--- config.mk ---
export PLATFORM = sky130hd
export DESIGN_NAME = tcap_buffer
export DESIGN_NICKNAME = d
export VERILOG_FILES = /design/src/rtl/tcap_pkg.sv /design/src/rtl/tcap_word_store.sv /design/src/rtl/tcap_term_lock.sv /design/src/rtl/tcap_readout.sv /design/src/rtl/tcap_buffer.sv
export SDC_FILE = /design/constraint.sdc
export NUM_CORES = 1
export LEC_CHECK = 0
export CORE_MARGIN = 1
export CORE_UTILIZATION = 40
export CTS_CLUSTER_SIZE = 16
export DETAILED_ROUTE_END_ITERATION = 8
export GPL_TIMING_DRIVEN = 0
export PLACE_DENSITY = 0.71
export SYNTH_ARGS = -nofsm -noshare
export SYNTH_HDL_FRONTEND = slang
export SYNTH_SLANG_ARGS = --single-unit
--- constraint.sdc ---
create_clock -name clk -period 2.1 [get_ports clk]
set_input_delay 0.42 -clock clk [delete_from_list [all_inputs] [get_ports clk]]
set_output_delay 0.42 -clock clk [all_outputs]
set_load 0.03 [all_outputs]
--- src/rtl/tcap_pkg.sv ---
package tcap_pkg;
  localparam int ADDR_W   = 3;
  localparam int N_WORDS  = 6;
  localparam logic [ADDR_W-1:0] ADR_ANS  = 3'd0;
  localparam logic [ADDR_W-1:0] ADR_DONE = 3'd1;
  localparam logic [ADDR_W-1:0] ADR_VC   = 3'd2;
  localparam logic [ADDR_W-1:0] ADR_CTRL = 3'd3;
  localparam logic [ADDR_W-1:0] ADR_PRE  = 3'd4;
  localparam logic [ADDR_W-1:0] ADR_POST = 3'd5;
endpackage

--- src/rtl/tcap_word_store.sv ---
module tcap_word_store #(
  parameter int W = 32
) (
  input  logic              clk,
  input  logic              rst,
  input  logic              stb,
  input  logic              wr_bank,
  input  logic [W-1:0]      din,
  output logic [1:0][W-1:0] bank_q
);
  for (genvar b = 0; b < 2; b++) begin : g_bank
    always_ff @(posedge clk) begin
      if (rst)
        bank_q[b] <= '0;
      else if (stb && (wr_bank == 1'(b)))
        bank_q[b] <= din;
    end
  end
endmodule

--- src/rtl/tcap_term_lock.sv ---
module tcap_term_lock (
  input  logic clk,
  input  logic rst,
  input  logic cyc_start,
  input  logic vc_stb,
  input  logic confirm_any,
  output logic locked
);
  always_ff @(posedge clk) begin
    if (rst)
      locked <= 1'b0;
    else if (vc_stb && confirm_any)
      locked <= 1'b1;
    else if (cyc_start)
      locked <= 1'b0;
  end
endmodule

--- src/rtl/tcap_readout.sv ---
module tcap_readout
  import tcap_pkg::*;
#(
  parameter int DW = 32
) (
  input  logic                           clk,
  input  logic                           rst,
  input  logic                           rd_en,
  input  logic [ADDR_W-1:0]              rd_addr,
  input  logic                           rd_bank,
  input  logic [N_WORDS-1:0][1:0][DW-1:0] words,
  output logic [DW-1:0]                  rd_data,
  output logic                           rd_valid
);
  logic [DW-1:0] sel_word;

  always_comb begin
    sel_word = '0;
    for (int i = 0; i < N_WORDS; i++)
      if (rd_addr == ADDR_W'(i))
        sel_word = words[i][rd_bank];
  end

  always_ff @(posedge clk) begin
    if (rst) begin
      rd_data  <= '0;
      rd_valid <= 1'b0;
    end else begin
      rd_valid <= rd_en;
      if (rd_en)
        rd_data <= sel_word;
    end
  end
endmodule

--- src/rtl/tcap_buffer.sv ---
module tcap_buffer
  import tcap_pkg::*;
#(
  parameter int N_TERMS = 32,
  parameter int N_SPEC  = 16,
  parameter int N_CTRL  = 32,
  parameter int MASK_W  = 32,
  parameter int DW      = 32
) (
  input  logic              clk,
  input  logic              rst,
  input  logic              l1_wr_bank,
  input  logic              l1_rd_bank,
  input  logic              cyc_start,
  input  logic [N_TERMS-1:0] term_answer,
  input  logic [N_TERMS-1:0] term_done,
  input  logic [N_SPEC-1:0] st_veto,
  input  logic [N_SPEC-1:0] st_confirm,
  input  logic [N_CTRL-1:0] ctrl_sig,
  input  logic [MASK_W-1:0] trig_mask,
  input  logic              cap_answer_stb,
  input  logic              cap_done_stb,
  input  logic              cap_vc_stb,
  input  logic              cap_ctrl_stb,
  input  logic              cap_pre_stb,
  input  logic              cap_post_stb,
  input  logic              rd_en,
  input  logic [ADDR_W-1:0] rd_addr,
  output logic [DW-1:0]     rd_data,
  output logic              rd_valid
);
  localparam int VC_W = 2 * N_SPEC;

  logic                         wr_bank;
  logic                         term_lock;
  logic                         ans_we;
  logic                         done_we;
  logic [VC_W-1:0]              vc_din;
  logic [1:0][N_TERMS-1:0]      ans_q;
  logic [1:0][N_TERMS-1:0]      done_q;
  logic [1:0][VC_W-1:0]         vc_q;
  logic [1:0][N_CTRL-1:0]       ctrl_q;
  logic [1:0][MASK_W-1:0]       pre_q;
  logic [1:0][MASK_W-1:0]       post_q;
  logic [N_WORDS-1:0][1:0][DW-1:0] words;

  assign wr_bank = ~l1_wr_bank;
  assign ans_we  = cap_answer_stb & ~term_lock;
  assign done_we = cap_done_stb & ~term_lock;
  assign vc_din  = {st_confirm, st_veto};

  tcap_term_lock u_lock (
    .clk         (clk),
    .rst         (rst),
    .cyc_start   (cyc_start),
    .vc_stb      (cap_vc_stb),
    .confirm_any (|st_confirm),
    .locked      (term_lock)
  );

  tcap_word_store #(.W(N_TERMS)) u_ans (
    .clk(clk), .rst(rst), .stb(ans_we), .wr_bank(wr_bank),
    .din(term_answer), .bank_q(ans_q));

  tcap_word_store #(.W(N_TERMS)) u_done (
    .clk(clk), .rst(rst), .stb(done_we), .wr_bank(wr_bank),
    .din(term_done), .bank_q(done_q));

  tcap_word_store #(.W(VC_W)) u_vc (
    .clk(clk), .rst(rst), .stb(cap_vc_stb), .wr_bank(wr_bank),
    .din(vc_din), .bank_q(vc_q));

  tcap_word_store #(.W(N_CTRL)) u_ctrl (
    .clk(clk), .rst(rst), .stb(cap_ctrl_stb), .wr_bank(wr_bank),
    .din(ctrl_sig), .bank_q(ctrl_q));

  tcap_word_store #(.W(MASK_W)) u_pre (
    .clk(clk), .rst(rst), .stb(cap_pre_stb), .wr_bank(wr_bank),
    .din(trig_mask), .bank_q(pre_q));

  tcap_word_store #(.W(MASK_W)) u_post (
    .clk(clk), .rst(rst), .stb(cap_post_stb), .wr_bank(wr_bank),
    .din(trig_mask), .bank_q(post_q));

  for (genvar b = 0; b < 2; b++) begin : g_pack
    assign words[ADR_ANS][b]  = DW'(ans_q[b]);
    assign words[ADR_DONE][b] = DW'(done_q[b]);
    assign words[ADR_VC][b]   = DW'(vc_q[b]);
    assign words[ADR_CTRL][b] = DW'(ctrl_q[b]);
    assign words[ADR_PRE][b]  = DW'(pre_q[b]);
    assign words[ADR_POST][b] = DW'(post_q[b]);
  end

  tcap_readout #(.DW(DW)) u_rd (
    .clk      (clk),
    .rst      (rst),
    .rd_en    (rd_en),
    .rd_addr  (rd_addr),
    .rd_bank  (l1_rd_bank),
    .words    (words),
    .rd_data  (rd_data),
    .rd_valid (rd_valid)
  );
endmodule

==> out/qor.csv <==
stage,metric,value,unit
critical_path,reg2reg end,u_done.bank_q[48]$_SDFFE_PP0P_,
clock_network,CTS tree,yes,
clock_network,Sink Count,418,
routing,DRT Pass-1 Iters,6,
logic_synthesis,Syn Inst Count,2210,
clock_network,TritonCTS buffer count,44,
timing,worst hold slack,0.426,ns
die,I/O pins,208,
routing,Met3 Wirelength,6550,um
routing,"wirelength, routed",60800,um
global_routing,largest net degree at the start of global routing,13,
critical_path,CP Buf/Inv Count,1,
cells_and_area,ratio of cells with drive above 1 in the final layout,7.58,%
routing,drt wl/cell,19.8,um
worst_hold_path,Worst Hold Launch,term_done[8],
routing,Iter 0 DRT Violations,1838,
logic_synthesis,Yosys cell types,33,
timing,Max Freq,473,MHz
clock_network,Skew-Pair Late Insertion Delay,0.57,ns
critical_path,slowest CP cell,clkdlybuf4s50_1,
critical_path,Critical Path Stages,1,
placement,I/O Buffers,205,
routing,"antenna viol nets, final",0,
timing,Max-slew headroom,44.2,%
die,die height,211,um
worst_hold_path,Hold Path Class,primary input to register,
timing,Final Critical Period,2.11,ns
timing,final worst-path cycle share,101,%
logic_synthesis,Mapped Area,17500,um^2
pwr,total power,0.0177,W
routing,top routing layer used,met5,
die,Die W,211,um
logic_synthesis,Syn Nets,2385,
global_routing,grt ovf,0,
die,initial cell density of the core,40.6,%
run,total of max-cap violations,0,
clock_network,Post-CTS Setup Inserts,0,
routing,met2 wire length,27700,um
logic_synthesis,"Avg Cell Area, Syn",7.93,um^2
critical_path,critical path peak fanout,2,
critical_path,worst path cell trace,clkdlybuf4s50_1,
routing,DRC Markers,0,
die,Site Rows,76,
critical_path,endpoint class of the critical path,output pin,
critical_path,Crit Path Class,register to output pin,
global_routing,first-pass GRT wire length,91400,um
die,Core Region,43200,um^2
timing,RSZ-0062 raised after global routing,false,
placement,RePlAce Congestion,0.929,
cells_and_area,area growth from synthesis to layout,23.2,%
timing,worst setup margin,-0.0121,ns
routing,via/cell ratio,5.48,
critical_path,CP required,1.68,ns
timing,max-slew violations,0,
critical_path,crit path DAT,1.69,ns
critical_path,R2R depth,5,
critical_path,internal reg-to-reg setup slack,0.29,ns
clock_network,clock tree buffer depth,3,
timing,final hold vios,0,
logic_synthesis,Synth Register Bits,418,
critical_path,startpoint types,register,
placement,detailed placement HPWL,45200,um
outcome,failing checks,negative setup slack,
routing,via count,16800,
logic_synthesis,post-synthesis sequential area ratio,47.7,%
clock_network,htree depth,2,
clock_network,"CTS clk-pin slew, worst paths",0.06,ns
pwr,Peak supply drop,0.497,mV
clock_network,clock root cell,clkbuf_16,
timing,Layout Skew,0.0169,ns
global_routing,initial antenna violation count,2,
die,die area,44700,um^2
logic_synthesis,Ys Warns,0,
timing,worst slew pin tran,0.837,ns
routing,Metal-1 WL,24300,um
cells_and_area,fin nets,2636,
critical_path,Reg-to-Reg Start,u_lock.locked$_SDFFE_PP0P_,
pwr,P_leak,8.00,nW
worst_hold_path,hold depth,3,
critical_path,CP max stage delay,0.71,ns
timing,final setup fails,1,
worst_hold_path,hold endpoint,u_done.bank_q[40]$_SDFFE_PP0P_,
pwr,Power Density,819,nW/um^2
global_routing,GRT Total Usage,26.8,%
outcome,status,"finished, violations left",
critical_path,cell family with most CP delay,buffers and inverters,
global_routing,number of global-route vias before repair,16200,
[sequential cells by signal (all words and copies together) (netlist names)]
name and cells:
u_ctrl.bank_q 64, u_done.bank_q 64, u_ans.bank_q 64, u_post.bank_q 64, u_lock.locked 1, u_vc.bank_q 64, u_rd.rd_data 32, u_pre.bank_q 64
u_rd.rd_valid 1
[cells by family after synthesis]
group / count (synthesis) / synth area share (%)
flip-flops: 418 / 47.7
buffers and inverters: 183 / 5.05
AND/OR/NAND/NOR: 871 / 19.5
multiplexers: 191 / 11.1
AO/OA/AOI/OAI: 547 / 16.5
[final cells by class]
class,count,area [um^2]
antenna,2,5.00
tap,585,732
buffer,181,881
clock inverter,4,22.5
multi-input combinational,1609,8330
clock buffer,60,1200
timing repair buffer,205,2060
fill,4118,21600
inverter,2,7.51
sequential,418,8370
[stage by stage]
| stage | setup WS (ns) | setup TNS (ns) | area, um^2 | util, % | instances |
|---|---|---|---|---|---|
| after global routing | 0.00139 | 0 | 21600 | 50.0 | 3065 |
| after CTS | 0.00458 | 0 | 21500 | 49.9 | 3064 |
| after floorplan | 0.496 | 0 | 17500 | - | 2210 |
| after detailed placement | -0.722 | -230.08 | 20300 | 47.1 | 3000 |
| final | -0.0121 | -0.0121 | 21600 | 50.0 | 3066 |
| after global placement | -0.691 | -226.80 | 20300 | 47.1 | 3000 |
[cell usage in the layout, fill, tap and decap left out, drive strengths merged, types with 3 or more instances in the layout]
cell / count
a21oi: 416
and2: 4
buf: 80
clkbuf: 161
clkdlybuf4s50: 196
clkinv: 3
dfxtp: 418
dlygate4sd2: 4
dlymetal6s2s: 5
mux2: 33
mux2i: 158
nand2: 803
nand2b: 5
nand3b: 4
nor2: 3
nor2b: 7
nor3: 31
nor4: 4
o21ai: 62
o22ai: 63
or3b: 4
[Yosys cell counts]
cell type,number,area (um^2)
a211o_1,1,8.76
a211oi_1,2,15.0
a21oi_1,416,2080
a221o_1,1,10.0
and2_1,4,25.0
and3b_1,2,17.5
buf_2,54,270
buf_4,17,128
buf_6,9,101
clkbuf_1,101,379
dfxtp_1,418,8370
inv_1,2,7.51
mux2_1,1,11.3
mux2_2,32,360
mux2i_1,158,1580
nand2_1,803,3010
nand2b_1,5,31.3
nand3b_1,4,30.0
nand4_1,1,6.26
nor2_1,3,11.3
nor2b_1,7,43.8
nor3_1,31,155
nor3b_2,2,25.0
nor4_1,4,25.0
o211a_1,1,10.0
o21a_1,1,7.51
o21ai_0,31,155
o21ai_1,31,155
o22ai_1,53,332
o22ai_2,10,125
or3_1,1,6.26
or3b_1,2,17.5
or3b_2,2,17.5
[worst max path at each step]
stage | from | to | slack (ns)
2_1_floorplan | l1_rd_bank | u_rd.rd_data[10]$_SDFFE_PP0P_ | 0.50
3_3_place_gp | l1_wr_bank | u_post.bank_q[27]$_SDFFE_PP0P_ | -0.69
3_5_place_dp | l1_wr_bank | u_post.bank_q[29]$_SDFFE_PP0P_ | -0.72
4_1_cts | u_rd.rd_data[14]$_SDFFE_PP0P_ | rd_data[14] | 0.005
5_1_grt | u_rd.rd_data[11]$_SDFFE_PP0P_ | rd_data[11] | 0.001
6_report | u_rd.rd_data[11]$_SDFFE_PP0P_ | rd_data[11] | -0.01
[worst register-to-register path, stage by stage (launching register included)]
cell	delay [ns]
dfxtp_1	0.61
or3b_2	0.21
clkbuf_1	0.22
clkbuf_1	0.43
nand2_1	0.11
a21oi_1	0.16
[routing by layer]
| layer | vias to the layer above | GRT usage (%) |
|---|---|---|
| li1 | 7894 | - |
| met1 | 7950 | 34.8 |
| met2 | 825 | 43.1 |
| met3 | 136 | 5.74 |
| met4 | 2 | 11.3 |
| met5 | - | 0 |
[timing repair]
item                                    4_1_cts  5_1_grt
endpoints found under the setup margin      257       19
gates resized for setup                       5       16
cloned                                        0        0
pin swaps                                     0        0
hold buffers                                  0        0
[where the power goes]
| group | switching (W) | internal, W |
|---|---|---|
| Combinational | 0.00130 | 0.000857 |
| Clock | 0.00312 | 0.00394 |
| Sequential | 0.000191 | 0.00829 |
| Total | 0.00461 | 0.0131 |
Note: power is estimated with default switching activity, not from simulation.
